`src/rtl/can_dis_pkg.sv`:
```
package can_dis_pkg;

  typedef enum logic [1:0] {
    ST_RUN      = 2'd0,
    ST_ENTERING = 2'd1,
    ST_OFF      = 2'd2,
    ST_LEAVING  = 2'd3
  } seq_state_e;

endpackage

```
`src/rtl/can_dis_timer.sv`:
```
// Saturating delay counter: counts while its owner state is active and
// reports done once LIMIT-1 has been reached.
module can_dis_timer #(
  parameter int unsigned LIMIT = 16
) (
  input  logic clk,
  input  logic rst,
  input  logic clear,
  output logic done
);
  localparam int unsigned W = $clog2(LIMIT + 1);
  localparam logic [W-1:0] LAST = W'(LIMIT - 1);

  logic [W-1:0] cnt;

  assign done = (cnt == LAST);

  always_ff @(posedge clk) begin
    if (rst || clear) begin
      cnt <= '0;
    end else if (!done) begin
      cnt <= cnt + 1'b1;
    end
  end

  // the counter never runs beyond its terminal value (supports R2, R5)
  p_cnt_bounded_r2: assert property (@(posedge clk) disable iff (rst)
    cnt <= LAST);

endmodule

```
`src/rtl/can_dis_fsm.sv`:
```
// Disable/enable sequencer with registered status and clock-enable outputs.
module can_dis_fsm
  import can_dis_pkg::*;
(
  input  logic       clk,
  input  logic       rst,
  input  logic       disable_req,
  input  logic       clk_ready_ack,
  input  logic       off_done,
  input  logic       on_done,
  output seq_state_e state,
  output logic       lp_status,
  output logic       not_ready,
  output logic       pe_clk_en,
  output logic       hif_clk_en
);

  seq_state_e nxt;

  always_comb begin
    nxt = state;
    unique case (state)
      ST_RUN:      if (disable_req) nxt = ST_ENTERING;
      ST_ENTERING: if (!disable_req) nxt = ST_RUN;
                   else if (off_done) nxt = ST_OFF;
      ST_OFF:      if (!disable_req) nxt = ST_LEAVING;
      ST_LEAVING:  if (disable_req) nxt = ST_OFF;
                   else if (on_done && clk_ready_ack) nxt = ST_RUN;
      default:     nxt = ST_RUN;
    endcase
  end

  always_ff @(posedge clk) begin
    if (rst) begin
      state      <= ST_RUN;
      lp_status  <= 1'b0;
      not_ready  <= 1'b0;
      pe_clk_en  <= 1'b1;
      hif_clk_en <= 1'b1;
    end else begin
      state <= nxt;
      // flags: set on arrival in OFF, cleared together on return to RUN
      if (state == ST_ENTERING && nxt == ST_OFF) begin
        lp_status <= 1'b1;
        not_ready <= 1'b1;
      end else if (state == ST_LEAVING && nxt == ST_RUN) begin
        lp_status <= 1'b0;
        not_ready <= 1'b0;
      end
      // clock requests: dropped on entering OFF, restored on leaving it
      if (nxt == ST_OFF) begin
        pe_clk_en  <= 1'b0;
        hif_clk_en <= 1'b0;
      end else if (state == ST_OFF) begin
        pe_clk_en  <= 1'b1;
        hif_clk_en <= 1'b1;
      end
    end
  end

  p_rise_from_entering_r2: assert property (@(posedge clk) disable iff (rst)
    $rose(lp_status) |-> $past(state) == ST_ENTERING);

  p_off_clocks_down_r2: assert property (@(posedge clk) disable iff (rst)
    state == ST_OFF |-> !pe_clk_en && !hif_clk_en);

  p_leaving_clocks_on_r4: assert property (@(posedge clk) disable iff (rst)
    state == ST_LEAVING |-> pe_clk_en && hif_clk_en && lp_status);

  p_fall_needs_ack_r5: assert property (@(posedge clk) disable iff (rst)
    $fell(lp_status) |-> $past(clk_ready_ack) && $past(state) == ST_LEAVING);

  p_flags_together_r5: assert property (@(posedge clk) disable iff (rst)
    lp_status == not_ready);

  p_reenter_off_r6: assert property (@(posedge clk) disable iff (rst)
    state == ST_LEAVING && disable_req |=> state == ST_OFF);

endmodule

```
`src/rtl/can_dis_acc_guard.sv`:
```
// Host access filter: refuses protected windows while the block is disabled.
module can_dis_acc_guard #(
  parameter int unsigned ADDR_W     = 8,
  parameter int unsigned DATA_W     = 32,
  parameter int unsigned RXREG_BASE = 16,
  parameter int unsigned RXREG_CNT  = 3,
  parameter int unsigned FILT_BASE  = 64,
  parameter int unsigned FILT_CNT   = 32,
  parameter int unsigned RAM_BASE   = 128,
  parameter int unsigned RAM_WORDS  = 128
) (
  input  logic              clk,
  input  logic              rst,
  input  logic              blocked,
  input  logic              acc_valid,
  input  logic              acc_write,
  input  logic [ADDR_W-1:0] acc_addr,
  input  logic [DATA_W-1:0] acc_wdata,
  output logic [DATA_W-1:0] host_rdata,
  output logic              acc_err,
  output logic              fwd_valid,
  output logic              fwd_write,
  output logic [ADDR_W-1:0] fwd_addr,
  output logic [DATA_W-1:0] fwd_wdata,
  input  logic [DATA_W-1:0] fab_rdata
);
  localparam int unsigned NWIN = 3;
  localparam int unsigned WBASE [NWIN] = '{RXREG_BASE, FILT_BASE, RAM_BASE};
  localparam int unsigned WCNT  [NWIN] = '{RXREG_CNT, FILT_CNT, RAM_WORDS};

  logic [NWIN-1:0] hit;
  logic            deny;
  logic            zero_q;

  for (genvar w = 0; w < NWIN; w++) begin : g_win
    assign hit[w] = (32'(acc_addr) >= WBASE[w]) &&
                    (32'(acc_addr) <  WBASE[w] + WCNT[w]);
  end

  assign deny      = acc_valid && blocked && (|hit);
  assign fwd_valid = acc_valid && !deny;
  assign fwd_write = acc_write;
  assign fwd_addr  = acc_addr;
  assign fwd_wdata = acc_wdata;

  always_ff @(posedge clk) begin
    if (rst) begin
      acc_err <= 1'b0;
      zero_q  <= 1'b0;
    end else begin
      acc_err <= deny;
      zero_q  <= deny;
    end
  end

  assign host_rdata = zero_q ? '0 : fab_rdata;

  p_err_after_blocked_r7: assert property (@(posedge clk) disable iff (rst)
    acc_err |-> $past(acc_valid) && $past(blocked));

  p_err_reads_zero_r7: assert property (@(posedge clk) disable iff (rst)
    acc_err |-> host_rdata == '0);

  p_open_forward_r8: assert property (@(posedge clk) disable iff (rst)
    acc_valid && !blocked |-> fwd_valid);

  p_running_no_err_r8: assert property (@(posedge clk) disable iff (rst)
    !$past(blocked) |-> !acc_err);

endmodule

```
`src/rtl/can_disable_seq.sv`:
```
module can_disable_seq
  import can_dis_pkg::*;
#(
  parameter int unsigned ADDR_W     = 8,
  parameter int unsigned DATA_W     = 32,
  parameter int unsigned OFF_DLY    = 16,
  parameter int unsigned ON_DLY     = 16,
  parameter int unsigned RXREG_BASE = 16,
  parameter int unsigned RXREG_CNT  = 3,
  parameter int unsigned FILT_BASE  = 64,
  parameter int unsigned FILT_CNT   = 32,
  parameter int unsigned RAM_BASE   = 128,
  parameter int unsigned RAM_WORDS  = 128
) (
  input  logic              clk,
  input  logic              rst,
  input  logic              disable_req,
  input  logic              clk_ready_ack,
  input  logic              acc_valid,
  input  logic              acc_write,
  input  logic [ADDR_W-1:0] acc_addr,
  input  logic [DATA_W-1:0] acc_wdata,
  output logic [DATA_W-1:0] host_rdata,
  output logic              acc_err,
  output logic              fwd_valid,
  output logic              fwd_write,
  output logic [ADDR_W-1:0] fwd_addr,
  output logic [DATA_W-1:0] fwd_wdata,
  input  logic [DATA_W-1:0] fab_rdata,
  output logic              lp_status,
  output logic              not_ready,
  output logic              pe_clk_en,
  output logic              hif_clk_en
);

  seq_state_e state;
  logic       off_done;
  logic       on_done;

  can_dis_timer #(.LIMIT(OFF_DLY)) u_off_tmr (
    .clk  (clk),
    .rst  (rst),
    .clear(state != ST_ENTERING),
    .done (off_done)
  );

  can_dis_timer #(.LIMIT(ON_DLY)) u_on_tmr (
    .clk  (clk),
    .rst  (rst),
    .clear(state != ST_LEAVING),
    .done (on_done)
  );

  can_dis_fsm u_fsm (
    .clk          (clk),
    .rst          (rst),
    .disable_req  (disable_req),
    .clk_ready_ack(clk_ready_ack),
    .off_done     (off_done),
    .on_done      (on_done),
    .state        (state),
    .lp_status    (lp_status),
    .not_ready    (not_ready),
    .pe_clk_en    (pe_clk_en),
    .hif_clk_en   (hif_clk_en)
  );

  // protected windows stay closed for as long as the low-power flag is set
  can_dis_acc_guard #(
    .ADDR_W    (ADDR_W),
    .DATA_W    (DATA_W),
    .RXREG_BASE(RXREG_BASE),
    .RXREG_CNT (RXREG_CNT),
    .FILT_BASE (FILT_BASE),
    .FILT_CNT  (FILT_CNT),
    .RAM_BASE  (RAM_BASE),
    .RAM_WORDS (RAM_WORDS)
  ) u_guard (
    .clk       (clk),
    .rst       (rst),
    .blocked   (lp_status),
    .acc_valid (acc_valid),
    .acc_write (acc_write),
    .acc_addr  (acc_addr),
    .acc_wdata (acc_wdata),
    .host_rdata(host_rdata),
    .acc_err   (acc_err),
    .fwd_valid (fwd_valid),
    .fwd_write (fwd_write),
    .fwd_addr  (fwd_addr),
    .fwd_wdata (fwd_wdata),
    .fab_rdata (fab_rdata)
  );

endmodule

```
`config.mk`:
```
export PLATFORM = sky130hd
export DESIGN_NAME = can_disable_seq
export DESIGN_NICKNAME = d
export VERILOG_FILES = /design/src/rtl/can_dis_pkg.sv /design/src/rtl/can_dis_timer.sv /design/src/rtl/can_dis_fsm.sv /design/src/rtl/can_dis_acc_guard.sv /design/src/rtl/can_disable_seq.sv
export SDC_FILE = /design/constraint.sdc
export NUM_CORES = 1
export LEC_CHECK = 0
export BUFFER_PORTS_ARGS = -buffer_cell sky130_fd_sc_hd__buf_2
export CAP_MARGIN = 10
export CORE_ASPECT_RATIO = 0.75
export CORE_UTILIZATION = 33
export DETAILED_ROUTE_END_ITERATION = 10
export PLACE_DENSITY_LB_ADDON = 0.15
export SETUP_SLACK_MARGIN = 0.15
export SYNTH_ARGS = -nofsm -noshare
export SYNTH_HDL_FRONTEND = slang
export SYNTH_HIERARCHICAL = 1
export SYNTH_SLANG_ARGS = --single-unit
```
`constraint.sdc`:
```
create_clock -name clk -period 1.9 [get_ports clk]
set_input_delay 0.475 -clock clk [delete_from_list [all_inputs] [get_ports clk]]
set_output_delay 0.475 -clock clk [all_outputs]
set_load 0.02 [all_outputs]
```
==> results.toml, run 1 <==
[yosys]
ys_seq_area_share_pct = 23.7
synth_compound_area_share_pct = 5.34
synthDistinctLibCells = 27
synthMuxAreaShare_pct = 1.58
synth_fp_nets = 239
synthSimpleGateAreaFrac_pct = 31.9
syn_inst = 155
yosys.area.top_type = "buf_4"
netlist_top_cells_area = "buf_4, dfxtp_1, nor2b_1"
avgSynthCellArea_um2 = 8.16
synth-xor-area-share_pct = 4.15
synth_top_family_by_area = "simple AND/OR/NAND/NOR gates"
synth-adder-area-share_pct = 5.93
synth-warning-count = 6
synth.top_cell.area_share_pct = 25.5
ys_ff_latch = 15
synth.cell_area_mm2 = 0.00126

[grt]
met1_usage_pct = 13.3
grt_use_met3_pct = 5.62
grt_pass1_vias = 1096
antenna_found_initial = 0
top_usage_layer = "met2"
grt_use_total_pct = 15.5
grt_max_degree = 34
gr-usage-met2_pct = 28.8
grt_pass1_wl_mm = 4.77
overflow = 0

[placement]
dp.final_hpwl_mm = 2.65
place_ws_ps = 93.2
port-buffer-count = 90
gp_congestion = 0.721

[routing]
wirelength_mm = 3.36
drt.antenna.violating_nets = 0
drt_iter0_markers = 25
avgRoutedWirePerCell_um = 12.8
vias_per_cell = 4.41
first_pass_iters = 6
drc = 0
dr_total_vias = 1159

[setup_path]
arrival_ps = 2000
crit_chain = "buf_6, nor4b_4, nand4b_1, buf_4, buf_4, buf_4, buf_4, buf_4, buf_4, buf_4, a21oi_1"
slowest_stage = "nor4b_4"
worst-path-buf-inv = 8
end_kind = "flop"
start_kind = "primary input"
path_common_cell = "buf_4"
crit_family = "buffers and inverters"
worstPathMaxFanout = 2
required_ps = 2090
worstSetupPathType = "in -> reg"
crit_path_max_incr_delay_ps = 250

[floorplan]
dieHeight_um = 55.6
core_area_mm2 = 0.00366
rows = 19
dieArea_mm2 = 0.00409
die_w_um = 73.5
start_util_pct = 34.6
io-pin-count = 157

[sta]
drv_slew = 0
fin_hold_ws_ps = 452
finalWorstSetupSlack_ps = 86.3
fin_crit_sh_pct = 95.5
finalHoldViolCount = 0
period_minus_slack_ps = 1810
fmax_mhz = 551
rsz0062_at_grt = "true"
setup_viol = 0
setup_tns_ps = 0
max_slew_margin_pct = 79.1
worst_slew_pin_slew_ps = 310
fin_worst_skew_ps = 8.29

[layout]
nets = 296
diodes = 0
multiInputGateArea_um2 = 633
mostFrequentLayoutCell = "buf_2"
fillers = 415
area_growth_pct = 25.5
layout.area.seq_um2 = 300
final_cell_mix = "buf_2, nor2b_1, dfxtp_1"
final_layout_size_suffix_gt1_share_pct = 49.3

[cts]
cts_tree = "yes"
htreeDepth = 1
clk_root_buffer_cell = "clkbuf_8"
hold_buffers = 0
cts_buffers = 3
clk_latency_ps = 250
clkSinkCount = 15
clockBufferDepth = 2
clk_pin_slew_ps = 60

[hold_path]
hold_path_class = "in -> reg"

[job]
maxCapViolCount = 0

[power]
pwr_density_cell_mw_per_mm2 = 490
ir_worst_vdd_uv = 283
p_leak_nw = 0.796

[outcome]
status = "completed"
-- synthesized netlist by cell type --
master and instances:
nand3_1 1, mux2i_1 2, a31oi_1 1, o21ai_0 2, nor2_1 12, nand2b_1 3
xnor2_1 2, nand3b_1 1, nand2_1 4, clkbuf_1 3, nand4_1 1, ha_1 6
inv_1 3, nand4b_1 3, o21bai_1 1, buf_4 43, a21oi_1 4, and3_1 3
nor4b_2 1, xor2_1 4, and2b_1 12, a21oi_2 1, o31ai_1 1, a21o_1 1
or2_1 2, nor2b_1 23, dfxtp_1 15
-- area by class of cell --
type | count | share of cell area [%]
multi-input cells | 91 | 39.9
repair buffers | 98 | 33.6
flip-flops and latches | 15 | 18.9
well taps | 52 | 4.10
clock buffers | 4 | 2.84
inverters | 3 | 0.709
-- flip-flops by register name, indices dropped and copies added (netlist names) --
register and cells:
u_off_tmr/cnt 5, u_on_tmr/cnt 5, u_fsm/state 2, u_fsm/hif_clk_en 1, u_fsm/not_ready 1, u_guard/zero_q 1
-- metrics by stage --
step	total power [W]	instances	utilization [%]	cell area [µm²]
3_5_place_dp	0.000517	252	39.7	1450
3_3_place_gp	0.000516	252	39.7	1450
2_1_floorplan	0.000535	155	-	1260
6_report	0.000778	263	43.4	1590
4_1_cts	0.000788	263	42.9	1570
5_1_grt	0.000821	263	43.4	1590
-- kinds of logic after synthesis --
family,Yosys count
xor gates and xnor gates,6
and+or+nand+nor,66
muxes,2
DFF,15
AOI/OAI and AO/OA,11
adders and majority gates,6
buffers and inverters,49
-- final timing paths --
path	start	to	slack [ps]	cells past startpoint
max	acc_addr[2]	u_guard/zero_q	90	11
min	disable_req	u_fsm/state[0]	450	2
max reg2reg	u_fsm/not_ready	u_guard/zero_q	200	9
min reg2reg	u_off_tmr/cnt[4]	u_off_tmr/cnt[4]	490	2
-- worst reg2reg max path, stage by stage (launching register included) --
cell and delay (ps):
dfxtp_1 450, nand4b_1 190, buf_4 170, buf_4 120, buf_4 120, buf_4 120
buf_4 120, buf_4 110, buf_4 120, a21oi_1 110
-- metal layers --
layer	wire length (µm)	up-vias
met5	0	-
li1	-	562
met2	1930	45
met1	1050	524
met4	156	0
met3	234	28
-- power breakdown --
group	leakage [nW]	internal, W	switching [W]
clock	0.0228	0.000149	0.000113
sequential	0.121	0.000317	0.00000328
combinational	0.652	0.0000897	0.000107
total	0.796	0.000555	0.000223
-- repair_timing --
item,CTS,global route
buffers inserted,7,0
endpoints found under the setup margin,1,14
resized for setup,4,3
gates cloned,0,0
pin swaps,3,1
hold endpoints to repair,0,0
Power figures use the tool's default switching activity.
==> run 2, diff against run 1 <==
--- a/config.mk
+++ b/config.mk
@@ -8,11 +8,10 @@
 export BUFFER_PORTS_ARGS = -buffer_cell sky130_fd_sc_hd__buf_2
 export CAP_MARGIN = 10
 export CORE_ASPECT_RATIO = 0.75
-export CORE_UTILIZATION = 33
+export CORE_UTILIZATION = 32
 export DETAILED_ROUTE_END_ITERATION = 10
 export PLACE_DENSITY_LB_ADDON = 0.15
 export SETUP_SLACK_MARGIN = 0.15
 export SYNTH_ARGS = -nofsm -noshare
 export SYNTH_HDL_FRONTEND = slang
-export SYNTH_HIERARCHICAL = 1
 export SYNTH_SLANG_ARGS = --single-unit
==> run 2 against run 1 <==
Combinational power is essentially flat. Routed wire length grew 4.9%. Critical path depth shrank 6. Sequential share of layout area grew 1.7 points.
==> results.toml, run 2 <==
[outcome]
status = "completed"

[grt]
grt_pass1_vias = 1107
grt_max_degree = 34
antenna_found_initial = 0
grt_use_total_pct = 16.8
overflow = 0
grt_pass1_wl_mm = 5.15

[setup_path]
r2r_setup_slack_ps = 300
start_kind = "primary input"
arrival_ps = 1290
worstSetupPathType = "in -> out"
ff2ff_path_depth = 6
end_kind = "output pin"
required_ps = 1420
r2r-start = "u_off_tmr.cnt[0]"
reg2reg_to = "u_fsm.hif_clk_en"
worstPathMaxFanout = 2

[routing]
wirelength_mm = 3.53
drt.antenna.violating_nets = 0
drc = 0
avgRoutedWirePerCell_um = 14.0
vias_per_cell = 4.34
first_pass_iters = 4
dr_total_vias = 1094
drt_iter0_markers = 33

[hold_path]
hold_end = "u_guard.acc_err"
hold_start = "acc_valid"
hold_path_class = "in -> reg"
hold_depth = 2

[cts]
cts_buffers = 3
hold_buffers = 0
clockBufferDepth = 2
clkSinkCount = 15
clk_root_buffer_cell = "clkbuf_8"
htreeDepth = 1
post-cts-setup-buffers = 0
cts_tree = "yes"
clk_pin_slew_ps = 60
clk_latency_ps = 240

[sta]
rsz0062_at_grt = "true"
finalWorstSetupSlack_ps = 131
setup_tns_ps = 0
drv_slew = 0
max_slew_margin_pct = 78.5
setup_viol = 0
worst_slew_pin_slew_ps = 322
period_minus_slack_ps = 1770
fmax_mhz = 565
fin_crit_sh_pct = 93.1
fin_worst_skew_ps = 1.20
finalHoldViolCount = 0

[job]
maxCapViolCount = 0

[yosys]
yosys.area.top_type = "buf_4"
synthArstFlopShare_pct = 0
synth_fp_nets = 235
netlist_top_cells_area = "buf_4, dfxtp_1, nor2b_1"
synth.cell_area_mm2 = 0.00123
ys_seq_area_share_pct = 24.4
synth_flop_cell = "dfxtp_1"
synth.top_cell.area_share_pct = 26.2
syn_inst = 153
synthTopCellsByCount = "buf_4, nor2b_1, dfxtp_1"
synth.most_common_cell = "buf_4"
synth-warning-count = 0
ys_ff_latch = 15
synthDistinctLibCells = 28
avgSynthCellArea_um2 = 8.05
synth-edff-count = 0

[power]
swShare_pct = 28.4
p_total_w = 0.000772
power_frac_seq_pct = 41.5
combPwrFrac_pct = 25.3
p_leak_nw = 0.747
p_sw_w = 0.000219
clkPwrFrac_pct = 33.2
ir_worst_vdd_uv = 501
pwr_density_cell_mw_per_mm2 = 529
intPower_w = 0.000552

[layout]
diodes = 0
nets = 283
area_growth_pct = 18.5
final_layout_size_suffix_gt1_share_pct = 49.0
reg_top3 = "u_off_tmr.cnt (5), u_on_tmr.cnt (5), u_fsm.state (2)"
layout.area.seq_um2 = 300
fillers = 415
mostFrequentLayoutCell = "buf_2"
final_area_mm2 = 0.00146
multiInputGateArea_um2 = 569
stdcell_count = 252
final_cell_mix = "buf_2, nor2b_1, dfxtp_1"

[floorplan]
rows = 19
start_util_pct = 33.6
io-pin-count = 157
die_w_um = 73.6
dieArea_mm2 = 0.00410
core_area_mm2 = 0.00366
dieHeight_um = 55.7

[placement]
port-buffer-count = 90
place_ws_ps = 102
dp_cells = 248
dp.final_hpwl_mm = 2.89
gp_congestion = 0.776
place_area_mm2 = 0.00140
==> run 2: worst max-delay path by stage <==
| stage | startpoint | endpoint | slack (ps) | cells after the start |
|---|---|---|---|---|
| 5_1_grt | acc_addr[4] | fwd_valid | 90 | 5 |
| 6_report | acc_addr[4] | fwd_valid | 130 | 5 |
| 2_1_floorplan | acc_addr[4] | fwd_valid | 170 | 3 |
| 3_5_place_dp | acc_addr[4] | fwd_valid | 100 | 5 |
| 4_1_cts | acc_addr[4] | fwd_valid | 120 | 5 |
| 3_3_place_gp | acc_addr[4] | fwd_valid | 110 | 5 |
==> run 2: timing repair <==
action                                  in CTS  in global routing
endpoints found under the hold margin        0                  0
resized for setup                            0                  3
endpoints found under the setup margin       1                  1
pin swaps                                    1                  0
==> run 2: kinds of logic (layout without fill, tap and decap cells) <==
logic type / after synthesis / count (layout) / synth area share [%]
adders and majority gates: 4 / 4 / 4.07
buffers and inverters: 52 / 99 / 29.7
muxes: 2 / 2 / 1.63
DFF: 15 / 15 / 24.4
xor gates and xnor gates: 6 / 6 / 4.27
AOI/OAI and AO/OA: 12 / 12 / 6.20
and+or+nand+nor: 62 / 62 / 29.8
==> run 2: worst max-delay path, cell delays in order <==
cell      delay, ps
buf_2           100
nor3b_1         130
a221o_1         320
a21boi_2        140
buf_6           130
==> run 2: power by group through the flow <==
stage,clock [W],combinational [W],sequential (W)
after floorplan,0,0.000212,0.000326
after global placement,0,0.000194,0.000327
after detailed placement,0,0.000194,0.000327
after CTS,0.000262,0.000196,0.000320
after global routing,0.000285,0.000209,0.000320
final,0.000256,0.000195,0.000320
==> run 2: final cells by class <==
class                   count  area share, %
clock buffers               4           3.09
repair buffers             91           31.8
flip-flops and latches     15           20.6
inverters                   4           1.03
multi-input cells          86           39.0
well taps                  52           4.46
==> run 2: through the flow <==
stage | hold slack [ps] | util, %
2_1_floorplan | 459 | -
3_3_place_gp | 468 | 38.3
3_5_place_dp | 486 | 38.3
4_1_cts | 471 | 39.6
5_1_grt | 471 | 39.8
6_report | 477 | 39.8
==> run 2: per-layer routing <==
layer | global-route usage (%) | routed length [µm] | vias up | share of wire (%)
li1 | - | - | 537 | -
met1 | 16.6 | 1270 | 505 | 36
met2 | 31.7 | 1970 | 38 | 56
met3 | 5.98 | 229 | 14 | 6.5
met4 | 6.04 | 59 | 0 | 1.7
met5 | 0 | 0 | - | 0
==> run 3, diff against run 2 <==
--- a/config.mk
+++ b/config.mk
@@ -11,7 +11,7 @@
 export CORE_UTILIZATION = 32
 export DETAILED_ROUTE_END_ITERATION = 10
 export PLACE_DENSITY_LB_ADDON = 0.15
-export SETUP_SLACK_MARGIN = 0.15
+export SETUP_SLACK_MARGIN = 0.3
 export SYNTH_ARGS = -nofsm -noshare
 export SYNTH_HDL_FRONTEND = slang
 export SYNTH_SLANG_ARGS = --single-unit
==> run 3 against run 2 <==
Non-clock buffer count increased by 1. Die area unchanged. Sequential share of layout area decreased by 0.17 points. Count of clock-buffer cells in the layout unchanged. Power decreased by 1.4%. Sequential cell count unchanged. Sequential power about the same. Cell count increased by 0.40%. Global-route usage decreased by 4.0 points. Routed wire length decreased by 15%. Critical path depth unchanged. Combinational power decreased by 3%. Highest routed layer unchanged.
==> results.toml, run 3 (synthesis gave the netlist of run 2 again) <==
[setup_path]
r2r-start = "u_on_tmr.cnt[0]"
worstPathMaxFanout = 2
arrival_ps = 1310
slowest_stage = "a221o_1"
end_kind = "output pin"
reg2reg_to = "u_on_tmr.cnt[3]"
r2r_setup_slack_ps = 420
start_kind = "primary input"
crit_path_max_incr_delay_ps = 320
crit_chain = "buf_2, nor3b_1, a221o_1, a21boi_2, buf_4"
ff2ff_path_depth = 6
required_ps = 1420
worstSetupPathType = "in -> out"

[power]
clkPwrFrac_pct = 33.0
p_leak_nw = 0.749
swShare_pct = 27.5
combPwrFrac_pct = 25.0
pwr_density_cell_mw_per_mm2 = 517
p_sw_w = 0.000210
intPower_w = 0.000552
ir_worst_vdd_uv = 284
power_frac_seq_pct = 42.0
p_total_w = 0.000761

[floorplan]
dieHeight_um = 55.7
dieArea_mm2 = 0.00410
start_util_pct = 33.6
rows = 19
io-pin-count = 157
die_w_um = 73.6
core_area_mm2 = 0.00366

[routing]
drt.antenna.violating_nets = 0
wirelength_mm = 3.00
first_pass_iters = 4
dr_total_vias = 1106
drc = 0
vias_per_cell = 4.37
avgRoutedWirePerCell_um = 11.8
drt_iter0_markers = 23

[layout]
diodes = 0
fillers = 399
reg_top3 = "u_off_tmr.cnt (5), u_on_tmr.cnt (5), u_fsm.state (2)"
area_growth_pct = 19.5
final_layout_size_suffix_gt1_share_pct = 50.2
final_util_pct = 40.2
final_cell_mix = "buf_2, nor2b_1, dfxtp_1"
mostFrequentLayoutCell = "buf_2"
nets = 284

[hold_path]
hold_end = "u_fsm.state[0]"
hold_start = "disable_req"
hold_depth = 2
hold_path_class = "in -> reg"

[grt]
gr-usage-met2_pct = 21.5
grt_use_met3_pct = 2.17
grt_max_degree = 34
met1_usage_pct = 13.8
grt_pass1_vias = 948
top_usage_layer = "met2"
grt_use_total_pct = 12.9
overflow = 0
antenna_found_initial = 0
grt_pass1_wl_mm = 4.22

[sta]
fin_crit_sh_pct = 93.9
max_slew_margin_pct = 85.4
rsz0062_at_grt = "true"
period_minus_slack_ps = 1780
setup_tns_ps = 0
fmax_mhz = 561
drv_slew = 0
worst_slew_pin_slew_ps = 219
finalHoldViolCount = 0
setup_viol = 0
fin_worst_skew_ps = 2.16

[placement]
port-buffer-count = 90
gp_congestion = 0.760
dp.final_hpwl_mm = 2.40

[cts]
clk_pin_slew_ps = 60
cts_tree = "yes"
clk_root_buffer_cell = "clkbuf_8"
clockBufferDepth = 2
post-cts-setup-buffers = 0
cts_buffers = 3
htreeDepth = 1
clkSinkCount = 15
clk_latency_ps = 240

[job]
maxCapViolCount = 0

[outcome]
status = "completed"
run 3: changes by cell type in the layout (fill, tap and decap cells not counted), sizes merged:
cell | previous run | this run
buf | 91 | 92
run 3: worst max-delay path: cells and delay by family:
family	cells	cell delay [ps]
and+or+nand+nor	1	130
AOI/OAI and AO/OA	2	450
buffers and inverters	2	260
run 3: how the worst max path moves through the flow:
stage                            from   endpoint  slack, ps  cells after the start
after floorplan           acc_addr[4]  fwd_valid        280                      3
final                     acc_addr[4]  fwd_valid        120                      5
after global placement    acc_addr[4]  fwd_valid        130                      5
after detailed placement  acc_addr[4]  fwd_valid        100                      5
after CTS                 acc_addr[4]  fwd_valid        110                      5
after global routing      acc_addr[4]  fwd_valid         90                      5
run 3: through the flow:
| step | cell area, µm² | cells | setup WS, ps | hold slack [ps] |
|---|---|---|---|---|
| after floorplan | 1230 | 153 | 276 | 459 |
| after global placement | 1420 | 249 | 127 | 470 |
| after detailed placement | 1420 | 249 | 101 | 480 |
| after CTS | 1460 | 253 | 113 | 453 |
| after global routing | 1470 | 253 | 87.6 | 472 |
| final | 1470 | 253 | 117 | 462 |
run 3: area by class of cell:
| cell class | count | area [µm²] | share of cell area [%] |
|---|---|---|---|
| multi-input combinational | 86 | 574 | 39.0 |
| timing repair buffer | 92 | 472 | 32.1 |
| sequential | 15 | 300 | 20.4 |
| tap | 52 | 65.1 | 4.42 |
| clock buffer | 4 | 45.0 | 3.06 |
| inverter | 4 | 15.0 | 1.02 |
run 3: power groups by stage:
stage | registers [W] | logic [W] | clock network, W
detailed placement | 0.000327 | 0.000190 | 0
finish | 0.000320 | 0.000190 | 0.000251
global route | 0.000320 | 0.000204 | 0.000273
CTS | 0.000320 | 0.000191 | 0.000264
global placement | 0.000327 | 0.000188 | 0
floorplan | 0.000326 | 0.000212 | 0
run 3: timing repair:
action	in CTS	in global routing
endpoints found under the hold margin	0	0
hold buffers	0	0
endpoints found under the setup margin	1	39
gates resized for setup	1	3
cloned	0	0
run 3: per-layer routing:
layer	wire length, µm	vias to the layer above
li1	-	540
met5	0	-
met1	1090	474
met4	178	0
met3	243	32
met2	1480	60
